==> src/rtl/sigwin_pkg.sv <==
package sigwin_pkg;
  localparam int SIG_W = 16;
  localparam int DATA_W = 13;
  localparam int TAP_W = DATA_W + 1;
  localparam int LEN_W = 16;
  localparam logic [SIG_W-1:0] FB_POLY = 16'h100B;

  typedef enum logic [1:0] {
    ST_IDLE = 2'd0,
    ST_RUN  = 2'd1,
    ST_HELD = 2'd2
  } win_state_e;
endpackage

==> src/rtl/sigwin_misr.sv <==
module sigwin_misr #(
  parameter int W = 16,
  parameter int IN_W = 14,
  parameter logic [W-1:0] POLY = 16'h100B
) (
  input  logic            clk,
  input  logic            rst,
  input  logic            load,
  input  logic            shift,
  input  logic [W-1:0]    seed,
  input  logic [IN_W-1:0] tap_in,
  output logic [W-1:0]    state
);
  logic [W-1:0] tap_ext;
  logic [W-1:0] nxt;
  logic         fb;

  generate
    if (W > IN_W) begin : g_pad
      assign tap_ext = {{(W-IN_W){1'b0}}, tap_in};
    end else begin : g_nopad
      assign tap_ext = tap_in[W-1:0];
    end
  endgenerate

  assign fb = state[W-1];

  generate
    for (genvar i = 0; i < W; i++) begin : g_bit
      if (i == 0) begin : g_lsb
        assign nxt[i] = (fb & POLY[i]) ^ tap_ext[i];
      end else begin : g_up
        assign nxt[i] = state[i-1] ^ (fb & POLY[i]) ^ tap_ext[i];
      end
    end
  endgenerate

  always_ff @(posedge clk) begin
    if (rst)        state <= '0;
    else if (load)  state <= seed;
    else if (shift) state <= nxt;
  end
endmodule

==> src/rtl/sigwin_counter.sv <==
module sigwin_counter #(
  parameter int CW = 16
) (
  input  logic          clk,
  input  logic          rst,
  input  logic          load,
  input  logic          dec,
  input  logic [CW-1:0] len,
  output logic          len_zero,
  output logic          last
);
  localparam logic [CW-1:0] ONE = CW'(1);
  logic [CW-1:0] cnt;

  assign len_zero = (len == '0);
  assign last     = (cnt == ONE);

  always_ff @(posedge clk) begin
    if (rst)                    cnt <= '0;
    else if (load)              cnt <= len;
    else if (dec && cnt != '0)  cnt <= cnt - ONE;
  end
endmodule

==> src/rtl/sigwin_ctrl.sv <==
module sigwin_ctrl
  import sigwin_pkg::*;
(
  input  logic clk,
  input  logic rst,
  input  logic start,
  input  logic len_zero,
  input  logic last,
  output logic load,
  output logic shift,
  output logic done
);
  win_state_e st;

  assign load  = start;
  assign shift = (st == ST_RUN) && !start;
  assign done  = (st == ST_HELD);

  always_ff @(posedge clk) begin
    if (rst) begin
      st <= ST_IDLE;
    end else if (start) begin
      st <= len_zero ? ST_HELD : ST_RUN;
    end else if (st == ST_RUN && last) begin
      st <= ST_HELD;
    end
  end
endmodule

==> src/rtl/siggen_window.sv <==
module siggen_window
  import sigwin_pkg::*;
(
  input  logic              clk,
  input  logic              rst,
  input  logic              start,
  input  logic [LEN_W-1:0]  cfg_len,
  input  logic [SIG_W-1:0]  cfg_seed,
  input  logic [DATA_W-1:0] mon_data,
  input  logic              mon_valid,
  output logic [SIG_W-1:0]  sig_out,
  output logic              done
);
  logic load, shift, len_zero, last;
  logic [TAP_W-1:0] tap;

  assign tap = {mon_valid, mon_data};

  sigwin_ctrl u_ctrl (
    .clk(clk), .rst(rst), .start(start), .len_zero(len_zero), .last(last),
    .load(load), .shift(shift), .done(done)
  );

  sigwin_counter #(.CW(LEN_W)) u_cnt (
    .clk(clk), .rst(rst), .load(load), .dec(shift), .len(cfg_len),
    .len_zero(len_zero), .last(last)
  );

  sigwin_misr #(.W(SIG_W), .IN_W(TAP_W), .POLY(FB_POLY)) u_misr (
    .clk(clk), .rst(rst), .load(load), .shift(shift), .seed(cfg_seed),
    .tap_in(tap), .state(sig_out)
  );
endmodule

==> config.mk <==
export PLATFORM = sky130hd
export DESIGN_NAME = siggen_window
export DESIGN_NICKNAME = d
export VERILOG_FILES = /design/src/rtl/sigwin_pkg.sv /design/src/rtl/sigwin_misr.sv /design/src/rtl/sigwin_counter.sv /design/src/rtl/sigwin_ctrl.sv /design/src/rtl/siggen_window.sv
export SDC_FILE = /design/constraint.sdc
export NUM_CORES = 1
export LEC_CHECK = 0
export BUFFER_PORTS_ARGS = -buffer_cell sky130_fd_sc_hd__buf_4
export CAP_MARGIN = 0
export CORE_AREA = 2 2 70 72
export CTS_BUF_LIST = sky130_fd_sc_hd__clkbuf_8 sky130_fd_sc_hd__clkbuf_16
export DETAILED_ROUTE_END_ITERATION = 10
export DIE_AREA = 0 0 72 74
export GPL_TIMING_DRIVEN = 0
export PLACE_DENSITY = 0.75
export SKIP_CTS_REPAIR_TIMING = 1
export SLEW_MARGIN = 20
export SYNTH_ARGS = -nofsm -noshare
export SYNTH_HDL_FRONTEND = slang
export SYNTH_HIERARCHICAL = 1
export SYNTH_SLANG_ARGS = --single-unit
==> constraint.sdc <==
create_clock -name clk -period 2.38 [get_ports clk]
set_input_delay 0.238 -clock clk [delete_from_list [all_inputs] [get_ports clk]]
set_output_delay 0.238 -clock clk [all_outputs]
set_load 0.02 [all_outputs]
==> metrics.md, run 1 <==
| Metric | Value |
|---|---|
| Flop2flop setup slack | 0.10 ns |
| Vias in the first global route | 1,914 |
| P_leak | 0.00111 uW |
| Post-synth EDFFs | 0 |
| Max Buffers Root-to-Sink | 2 |
| Period minus WS final | 2.28 ns |
| Crit-path max cell delay | 0.53 ns |
| Post-DRT Antenna Nets | 0 |
| Dpl hpwl | 4060 um |
| VDD IR max | 277 uV |
| Crit Path Class | flip-flop to flip-flop |
| DRT Pass-1 Iters | 4 |
| Crit path required time | 2.58 ns |
| Worst setup SP type | flip-flop |
| Status | finished, final reports clean |
| Met2 GRT Util | 35.9% |
| Port bufs | 65 |
| Clock-pin slew on the worst setup and hold paths | 0.07 ns |
| Layout area overhead | 33.9% |
| Asr flop ratio synth | 0% |
| Critical Path Fanout Max | 7 |
| Vias per cell | 5.65 |
| Worst-Margin Slew | 0.509 ns |
| Share of post-route cells with drive strength above 1 | 33.7% |
| Largest net degree at the start of global routing | 11 |
| Clk_lat worst skew | 0.29 ns |
| Rows | 25 |
| Critical-path top delay cell | or4_1 |
| Number of library cell types mapped by synthesis | 48 |
| CTS tree | done |
| Grt ovf | 0 |
| Layout Skew | 0.00713 ns |
| Nets | 362 |
| N_diodes | 0 |
| Initial core utilization | 44.5% |
| Slew headroom | 66.1% |
| Pwr Density | 533 mW/mm2 |
| Seq/Total Area, Yosys | 33.3% |
| Multi-input gate area | 0.00121 mm2 |
| FILL cells | 413 |
| HP Class | input pin to flip-flop |
| Initial antenna violation count | 0 |
| GR peak layer | met2 |
| RSZ-0062 raised after global routing | false |
| First-pass GRT wire length | 8970 um |
| Crit-path cells | or4_1 > buf_2 > or4_1 > or4_1 > a311oi_2 |
| Net Count, Synth | 286 |
| Crit path DAT | 2.47 ns |
| CTS Sinks | 34 |
| Fmax | 439 MHz |
| Ys flop type | dfxtp_1 |
| #FFs+latches synth | 34 |
| Placer Congestion | 0.875 |
| Chip height | 74 um |
| Met1 Use GR | 28.0% |
| Avg WL per Cell | 14.9 um |
| Synth warn | 6 |
| Max-cap violations | 0 |
| Setup Viol. Count Final | 0 |
| Final setup TNS | 0 ns |
| Total Power | 1460 uW |
| Synth Cell Area | 0.00205 mm2 |
| DR DRC count | 0 |
| Sequential cell area | 681 um2 |
| Iter 0 DRT Violations | 85 |
| H-Tree Level Count | 2 |
| Die W | 72 um |
| Tot GR Track Use | 21.3% |
| Met3 usage | 3.93% |
| Setup crit end kind | flip-flop |
| Die Area | 0.00533 mm2 |
| Pins Over Slew Limit | 0 |
| Syn avg cell area | 8.71 um2 |
| Most frequent CP cell | or4_1 |
| Root Driver | clkbuf_8 |
| Core area | 0.00460 mm2 |
| Count of final hold-check violations | 0 |
| Via count | 2,069 |
| Final period utilization | 95.7% |
| Total wire length | 5450 um |
| Num CTS Buffers | 5 |
| Synthesized instance count | 235 |
| I/O pin count | 66 |
-- power by group --
part | total [uW] | internal (uW) | switching (uW)
Sequential | 652 | 609 | 42.4
Clock | 433 | 229 | 205
Combinational | 376 | 193 | 184
Total | 1460 | 1030 | 431
-- worst max-delay path, delay by kind of cell, from the launching register on --
family,cells,cell delay (ns)
AND/OR/NAND/NOR,3,1.39
flip-flops,1,0.37
AO/OA/AOI/OAI,1,0.25
buffers and inverters,1,0.18
-- state kept, by name, indices dropped and copies added (netlist names) --
name          flops
u_cnt/cnt        16
u_ctrl/st         2
u_misr/state     16
-- metal layers --
| metal | part of all wire, % | vias up |
|---|---|---|
| met4 | 1.1 | 0 |
| met3 | 7.2 | 7 |
| met2 | 48 | 81 |
| met1 | 44 | 949 |
| met5 | 0 | - |
| li1 | - | 1032 |
-- cell families after synthesis --
kind of cell / count (synthesis) / share of synthesized area (%)
AND/OR/NAND/NOR: 85 / 22.1
buffers and inverters: 26 / 8.50
flip-flops: 34 / 33.3
multiplexers: 4 / 2.08
AO/OA/AOI/OAI: 66 / 25.1
adder cells (fa/ha/maj): 2 / 1.22
XOR/XNOR: 18 / 7.70
-- Yosys cell counts (2+ instances only) --
master | instances | share of area [%]
xnor2_1 | 17 | 7.3
buf_4 | 2 | 0.73
or4_1 | 9 | 3.3
ha_1 | 2 | 1.2
nor3_1 | 4 | 0.98
buf_6 | 2 | 1.1
nor3b_1 | 5 | 1.8
inv_1 | 9 | 1.7
a211o_2 | 5 | 2.4
nor4_1 | 9 | 2.8
o2bb2ai_1 | 3 | 1.3
a21oi_1 | 18 | 4.4
a221oi_1 | 4 | 1.7
dfxtp_1 | 34 | 33
nor2_1 | 26 | 4.8
o21a_1 | 2 | 0.73
buf_2 | 4 | 0.98
a211o_1 | 8 | 3.4
mux2_2 | 2 | 1.1
clkbuf_1 | 4 | 0.73
nand2_1 | 18 | 3.3
mux2i_1 | 2 | 0.98
o21ai_0 | 2 | 0.49
a211oi_1 | 3 | 1.1
o31ai_1 | 7 | 2.6
clkbuf_8 | 3 | 2.0
nand2b_1 | 2 | 0.61
a311oi_1 | 9 | 3.9
-- path summary, 6_finish.rpt --
kind | from | endpoint | cells past startpoint
worst min register to register | u_cnt/cnt[10] | u_cnt/cnt[10] | 2
worst min-delay path | rst | u_ctrl/st[0] | 2
worst max-delay path | u_cnt/cnt[8] | u_cnt/cnt[15] | 5
worst max register to register | u_cnt/cnt[8] | u_cnt/cnt[15] | 5
-- metrics by stage --
step                utilization [%]  worst slack, ns  hold slack (ns)  cells  area, um2
floorplan                         -           0.0159            0.310    235       2050
global placement               56.6           -0.338            0.439    354       2600
detailed placement             56.6           -0.432            0.441    354       2600
CTS                            58.6           -0.441            0.132    362       2690
global route                   59.6          0.00995            0.137    366       2740
finish                         59.6            0.103            0.137    366       2740
-- placed cells by master, fill, tap and decap left out, types with 9 or more instances in the layout --
cell type	Yosys	layout
nand2_1	18	18
xnor2_1	17	17
buf_4	2	71
a21oi_1	18	18
inv_1	9	10
nor4_1	9	9
nor2_1	26	26
clkbuf_8	3	9
dfxtp_1	34	34
or4_1	9	9
-- cell type report --
cell class	instances	share of cell area (%)
Multi-Input combinational cell	175	44.1
Sequential cell	34	24.8
Timing Repair Buffer	69	18.9
Buffer	17	5.11
Clock buffer	6	3.01
Tap cell	54	2.46
Inverter	9	1.23
Clock inverter	2	0.319
(Power assumes the default switching activity.)
==> run 2, diff against run 1 <==
--- a/config.mk
+++ b/config.mk
@@ -7,13 +7,14 @@
 export LEC_CHECK = 0
 export BUFFER_PORTS_ARGS = -buffer_cell sky130_fd_sc_hd__buf_4
 export CAP_MARGIN = 0
-export CORE_AREA = 2 2 70 72
+export CORE_AREA = 2 2 64 79
 export CTS_BUF_LIST = sky130_fd_sc_hd__clkbuf_8 sky130_fd_sc_hd__clkbuf_16
 export DETAILED_ROUTE_END_ITERATION = 10
-export DIE_AREA = 0 0 72 74
+export DIE_AREA = 0 0 66 81
 export GPL_TIMING_DRIVEN = 0
-export PLACE_DENSITY = 0.75
+export PLACE_DENSITY = 0.74
 export SKIP_CTS_REPAIR_TIMING = 1
+export SKIP_LAST_GASP = 1
 export SLEW_MARGIN = 20
 export SYNTH_ARGS = -nofsm -noshare
 export SYNTH_HDL_FRONTEND = slang
==> run 2 against run 1 <==
Compared with the run above:
- clock power shrank 10%
- largest power group unchanged
- final cell count grew 1.1%
- clock-buffer cell count down 1
==> metrics.md, run 2 (same netlist as run 1, synthesis figures left out) <==
| Metric | Value |
|---|---|
| Clock-pin slew on the worst setup and hold paths | 0.07 ns (about the same) |
| Final period utilization | 95.9% (was 95.7%) |
| Die Area | 0.00535 mm2 (was 0.00533 mm2) |
| Port bufs | 65 (unchanged) |
| Setup Viol. Count Final | 0 (unchanged) |
| Vias in the first global route | 2,012 (was 1,914) |
| Placer Congestion | 0.819 (was 0.875) |
| Slew headroom | 68.1% (was 66.1%) |
| Root Driver | clkbuf_8 (unchanged) |
| FILL cells | 471 (was 413) |
| Initial antenna violation count | 0 (unchanged) |
| Layout area overhead | 33.1% (was 33.9%) |
| VDD IR max | 266 uV (was 277 uV) |
| Iter 0 DRT Violations | 85 (unchanged) |
| Crit-path cells | or4_1 > buf_2 > or4_1 > or4_1 > a311oi_1 (was or4_1 > buf_2 > or4_1 > or4_1 > a311oi_2) |
| Worst-Margin Slew | 0.475 ns (was 0.509 ns) |
| Crit Path Class | flip-flop to flip-flop (unchanged) |
| CTS tree | done (unchanged) |
| Period minus WS final | 2.28 ns (about the same) |
| Rows | 28 (was 25) |
| Total Power | 1420 uW (was 1460 uW) |
| Total wire length | 5520 um (was 5450 um) |
| H-Tree Level Count | 2 (unchanged) |
| Nets | 361 (was 362) |
| Critical-path top delay cell | or4_1 (unchanged) |
| Initial core utilization | 43.6% (was 44.5%) |
| HP Class | input pin to flip-flop (unchanged) |
| Worst setup SP type | flip-flop (unchanged) |
| Pins Over Slew Limit | 0 (unchanged) |
| Largest regs | u_cnt/cnt x16, u_misr/state x16, u_ctrl/st x2 (unchanged) |
| RSZ-0062 raised after global routing | false (unchanged) |
| DR DRC count | 0 (unchanged) |
| Vias per cell | 5.60 (was 5.65) |
| Chip height | 81 um (was 74 um) |
| Largest net degree at the start of global routing | 11 (unchanged) |
| Core area | 0.00469 mm2 (was 0.00460 mm2) |
| Max-cap violations | 0 (unchanged) |
| Most frequent CP cell | or4_1 (unchanged) |
| I/O pin count | 66 (unchanged) |
| N_diodes | 0 (unchanged) |
| DRT Pass-1 Iters | 4 (unchanged) |
| Clk_lat worst skew | 0.28 ns (was 0.29 ns) |
| First-pass GRT wire length | 9200 um (was 8970 um) |
| Die W | 66 um (was 72 um) |
| Max Buffers Root-to-Sink | 2 (unchanged) |
| Status | finished, final reports clean (unchanged) |
| P_leak | 0.00110 uW (was 0.00111 uW) |
| Setup crit end kind | flip-flop (unchanged) |
| Post-DRT Antenna Nets | 0 (unchanged) |
| Crit path DAT | 2.47 ns (about the same) |
| Crit path required time | 2.57 ns (was 2.58 ns) |
| CTS Sinks | 34 (unchanged) |
| Fmax | 438 MHz (was 439 MHz) |
| Count of final hold-check violations | 0 (unchanged) |
| Critical Path Fanout Max | 7 (unchanged) |
| Tot GR Track Use | 22.2% (was 21.3%) |
| Dpl hpwl | 4110 um (was 4060 um) |
| Final setup TNS | 0 ns (unchanged) |
| Crit-path max cell delay | 0.54 ns (was 0.53 ns) |
| Share of post-route cells with drive strength above 1 | 32.9% (was 33.7%) |
| Most frequent standard cell in the layout excluding fill and tap cells | buf_4 (unchanged) |
| Layout Skew | 0.00165 ns (was 0.00713 ns) |
| Num CTS Buffers | 5 (unchanged) |
| Via count | 2,072 (was 2,069) |
| Grt ovf | 0 (unchanged) |
| Avg WL per Cell | 14.9 um (about the same) |
| Pwr Density | 520 mW/mm2 (was 533 mW/mm2) |
| Most frequent cells in the layout | buf_4, dfxtp_1, nor2_1 (unchanged) |
==> run 2: changes by cell type in the layout (fill, tap and decap cells not counted), sizes merged <==
| cell | delta |
|---|---|
| clkinv | -1 |
| inv | +1 |
| buf | -1 |
| clkbuf | -1 |
==> run 2: cell type report <==
type	count	area, um2	share of cell area [%]
timing repair buffer	68	510	18.7
inverter	9	33.8	1.24
multi-input combinational	175	1210	44.4
sequential	34	681	25.0
tap	60	75.1	2.75
clock inverter	2	7.51	0.275
buffer	17	140	5.14
clock buffer	5	68.8	2.53
==> run 2: report_power, final <==
group	switching, uW	total [uW]	leakage, uW	internal, uW
clock network	196	388	0.0000466	193
registers	42.7	652	0.000282	609
logic	184	375	0.000767	192
total	422	1420	0.00110	994
==> run 2: worst paths after layout <==
kind,slack [ns],depth (start not counted),endpoint,from
max,0.1,5,u_cnt/cnt[15],u_cnt/cnt[8]
min,0.15,2,u_ctrl/st[0],rst
max reg2reg,0.1,5,u_cnt/cnt[15],u_cnt/cnt[8]
min reg2reg,0.52,2,u_cnt/cnt[7],u_cnt/cnt[7]
==> run 2: through the flow <==
step / area [um2] / util, % / cells / hold slack [ns] / setup WS, ns
floorplan: 2050 / - / 235 / 0.310 / 0.0159
global placement: 2610 / 55.6 / 360 / 0.435 / -0.393
detailed placement: 2610 / 55.6 / 360 / 0.444 / -0.452
CTS: 2690 / 57.2 / 367 / 0.142 / -0.474
global route: 2730 / 58.0 / 370 / 0.147 / 0.00440
finish: 2730 / 58.0 / 370 / 0.149 / 0.0986
==> run 2: layer usage <==
layer | track usage, % | wire length [um] | vias up
li1 | - | - | 1030
met2 | 41.0 | 2860 | 69
met1 | 25.0 | 2210 | 969
met4 | 7.55 | 54 | 0
met5 | 0 | 0 | -
met3 | 4.57 | 392 | 4
==> run 2: critical path: cells and delay by family, from the launching register on <==
family / cells / cell delay [ns]
simple gates: 3 / 1.37
flops: 1 / 0.38
compound gates: 1 / 0.25
buf+inv: 1 / 0.19
==> run 3, diff against run 2 <==
--- a/config.mk
+++ b/config.mk
@@ -7,12 +7,12 @@
 export LEC_CHECK = 0
 export BUFFER_PORTS_ARGS = -buffer_cell sky130_fd_sc_hd__buf_4
 export CAP_MARGIN = 0
-export CORE_AREA = 2 2 64 79
+export CORE_AREA = 2 2 63 80
 export CTS_BUF_LIST = sky130_fd_sc_hd__clkbuf_8 sky130_fd_sc_hd__clkbuf_16
 export DETAILED_ROUTE_END_ITERATION = 10
-export DIE_AREA = 0 0 66 81
+export DIE_AREA = 0 0 65 82
 export GPL_TIMING_DRIVEN = 0
-export PLACE_DENSITY = 0.74
+export PLACE_DENSITY = 0.75
 export SKIP_CTS_REPAIR_TIMING = 1
 export SKIP_LAST_GASP = 1
 export SLEW_MARGIN = 20
==> run 3 against run 2 <==
Compared with the run above:
- sequential cell count did not move
- clock-buffer cell count rose by 1
- final cell count rose by 0.54%
- utilization rose by 1.8 points
- hold slack got worse by 0.011 ns
- setup slack improved by 0.028 ns
- critical path depth did not move
- clock power rose by 13%
- combinational power barely moved
- maximum frequency rose by 1.2%
- global-route usage fell by 0.82 points
- critical path type unchanged
==> metrics.md, run 3 (same netlist as run 1, synthesis figures left out) <==
| Metric | Value |
|---|---|
| Vias per cell | 5.58 (was 5.60) |
| Core area | 0.00459 mm2 (was 0.00469 mm2) |
| Worst path bufs/invs | 1 (unchanged) |
| Layout Skew | 0.00515 ns (was 0.00165 ns) |
| Final period utilization | 94.7% (was 95.9%) |
| Fmax | 444 MHz (was 438 MHz) |
| Count of final hold-check violations | 0 (unchanged) |
| Status | finished, final reports clean (unchanged) |
| Port bufs | 65 (unchanged) |
| Die Area | 0.00533 mm2 (was 0.00535 mm2) |
| Sequential cell area | 681 um2 (unchanged) |
| First-pass GRT wire length | 8940 um (was 9200 um) |
| Layout area overhead | 34.2% (was 33.1%) |
| Most frequent CP cell | or4_1 (unchanged) |
| DRT Pass-1 Iters | 4 (unchanged) |
| Chip height | 82 um (was 81 um) |
| Largest net degree at the start of global routing | 11 (unchanged) |
| CTS tree | done (unchanged) |
| Largest regs | u_cnt/cnt x16, u_misr/state x16, u_ctrl/st x2 (unchanged) |
| Total wire length | 5480 um (was 5520 um) |
| Period minus WS final | 2.25 ns (was 2.28 ns) |
| Crit-path max cell delay | 0.52 ns (was 0.54 ns) |
| HP Class | input pin to flip-flop (unchanged) |
| Slew headroom | 65.9% (was 68.1%) |
| Clock-pin slew on the worst setup and hold paths | 0.07 ns (about the same) |
| VDD IR max | 296 uV (was 266 uV) |
| H-Tree Level Count | 2 (unchanged) |
| Layout Cells excl Fill | 372 (was 370) |
| Grt ovf | 0 (unchanged) |
| Sw frac | 29.7% (was 29.8%) |
| Num CTS Buffers | 5 (unchanged) |
| Clock Power Share | 29.9% (was 27.4%) |
| Initial core utilization | 44.6% (was 43.6%) |
| Placer Congestion | 0.838 (was 0.819) |
| Critical-path top delay cell | or4_1 (unchanged) |
| Placed Cells | 360 (unchanged) |
| Max Buffers Root-to-Sink | 2 (unchanged) |
| Dpl hpwl | 4180 um (was 4110 um) |
| Part of the power in registers | 44.4% (was 46.1%) |
| Most frequent standard cell in the layout excluding fill and tap cells | buf_4 (unchanged) |
| Hold slack | 0.138 ns (was 0.149 ns) |
| P_leak | 0.00111 uW (was 0.00110 uW) |
| Max-cap violations | 0 (unchanged) |
| Iter 0 DRT Violations | 94 (was 85) |
| Tot GR Track Use | 21.4% (was 22.2%) |
| Multi-input gate area | 0.00121 mm2 (unchanged) |
| Internal power | 1030 uW (was 994 uW) |
| Via count | 2,076 (was 2,072) |
| Place WS | -0.488 ns (was -0.452 ns) |
| Setup Viol. Count Final | 0 (unchanged) |
| Worst-Margin Slew | 0.506 ns (was 0.475 ns) |
| DR DRC count | 0 (unchanged) |
| Fin util | 59.9% (was 58.0%) |
| Worst setup SP type | flip-flop (unchanged) |
| Worst path top cell family by delay | simple AND/OR/NAND/NOR gates (unchanged) |
| Nets | 362 (was 361) |
| Share of post-route cells with drive strength above 1 | 33.7% (was 32.9%) |
| Combinational power share | 25.7% (was 26.5%) |
| Crit-path cells | or4_1 > buf_2 > or4_1 > or4_1 > a311oi_1 (unchanged) |
| Pwr Density | 534 mW/mm2 (was 520 mW/mm2) |
| Root Driver | clkbuf_8 (unchanged) |
| Crit path DAT | 2.45 ns (was 2.47 ns) |
| RSZ-0062 raised after global routing | false (unchanged) |
| CTS Sinks | 34 (unchanged) |
| Avg WL per Cell | 14.7 um (was 14.9 um) |
| Initial antenna violation count | 0 (unchanged) |
| Crit Path Class | flip-flop to flip-flop (unchanged) |
| Clk_lat worst skew | 0.28 ns (about the same) |
| Setup crit end kind | flip-flop (unchanged) |
| Psw | 435 uW (was 422 uW) |
| FILL cells | 463 (was 471) |
| Die W | 65 um (was 66 um) |
| Post-DRT Antenna Nets | 0 (unchanged) |
| Setup WS post-layout | 0.127 ns (was 0.0986 ns) |
| Most frequent cells in the layout | buf_4, dfxtp_1, nor2_1 (unchanged) |
| Vias in the first global route | 1,984 (was 2,012) |
| Pins Over Slew Limit | 0 (unchanged) |
| Critical Path Fanout Max | 7 (unchanged) |
| I/O pin count | 66 (unchanged) |
| Rows | 28 (unchanged) |
| Crit path required time | 2.57 ns (about the same) |
| N_diodes | 0 (unchanged) |
[run 3: layout make-up]
cell class / instances / share of cell area (%)
multi-input cells: 175 / 44.0
clock buffers: 6 / 3.01
clock inverters: 2 / 0.319
well taps: 60 / 2.73
inverters: 9 / 1.23
flip-flops and latches: 34 / 24.8
plain buffers: 17 / 5.10
repair buffers: 69 / 18.9
[run 3: worst register-to-register path, delay by kind of cell (launching register included)]
kind	cells	cell delay, ns
AND/OR/NAND/NOR	3	1.35
AO/OA/AOI/OAI	1	0.27
buffers and inverters	1	0.18
flip-flops	1	0.37
[run 3: metal layers]
| metal | GRT usage, % | vias to the layer above | wire length (um) |
|---|---|---|---|
| met5 | 0 | - | 0 |
| met4 | 7.87 | 0 | 76 |
| met3 | 4.11 | 9 | 361 |
| met2 | 39.8 | 73 | 2780 |
| met1 | 23.9 | 965 | 2260 |
| li1 | - | 1029 | - |
[run 3: power groups by stage]
stage               clock network (uW)  logic [uW]  registers, uW
global placement                     0         364            661
global route                       474         412            658
floorplan                            0         207            675
finish                             438         377            651
detailed placement                   0         369            663
CTS                                455         371            650
[run 3: metrics by stage]
step | cell area, um2 | total power (uW) | TNS, ns
floorplan | 2050 | 883 | 0
global placement | 2610 | 1020 | -1.54
detailed placement | 2610 | 1030 | -1.95
CTS | 2700 | 1480 | -2.16
global route | 2750 | 1540 | 0
finish | 2750 | 1470 | 0
[run 3: path summary, 6_finish.rpt]
kind | slack, ns | from | cells past startpoint | end
min reg2reg | 0.52 | u_cnt/cnt[7] | 2 | u_cnt/cnt[7]
max | 0.13 | u_cnt/cnt[8] | 5 | u_cnt/cnt[15]
min | 0.14 | rst | 2 | u_ctrl/st[0]
max reg2reg | 0.13 | u_cnt/cnt[8] | 5 | u_cnt/cnt[15]
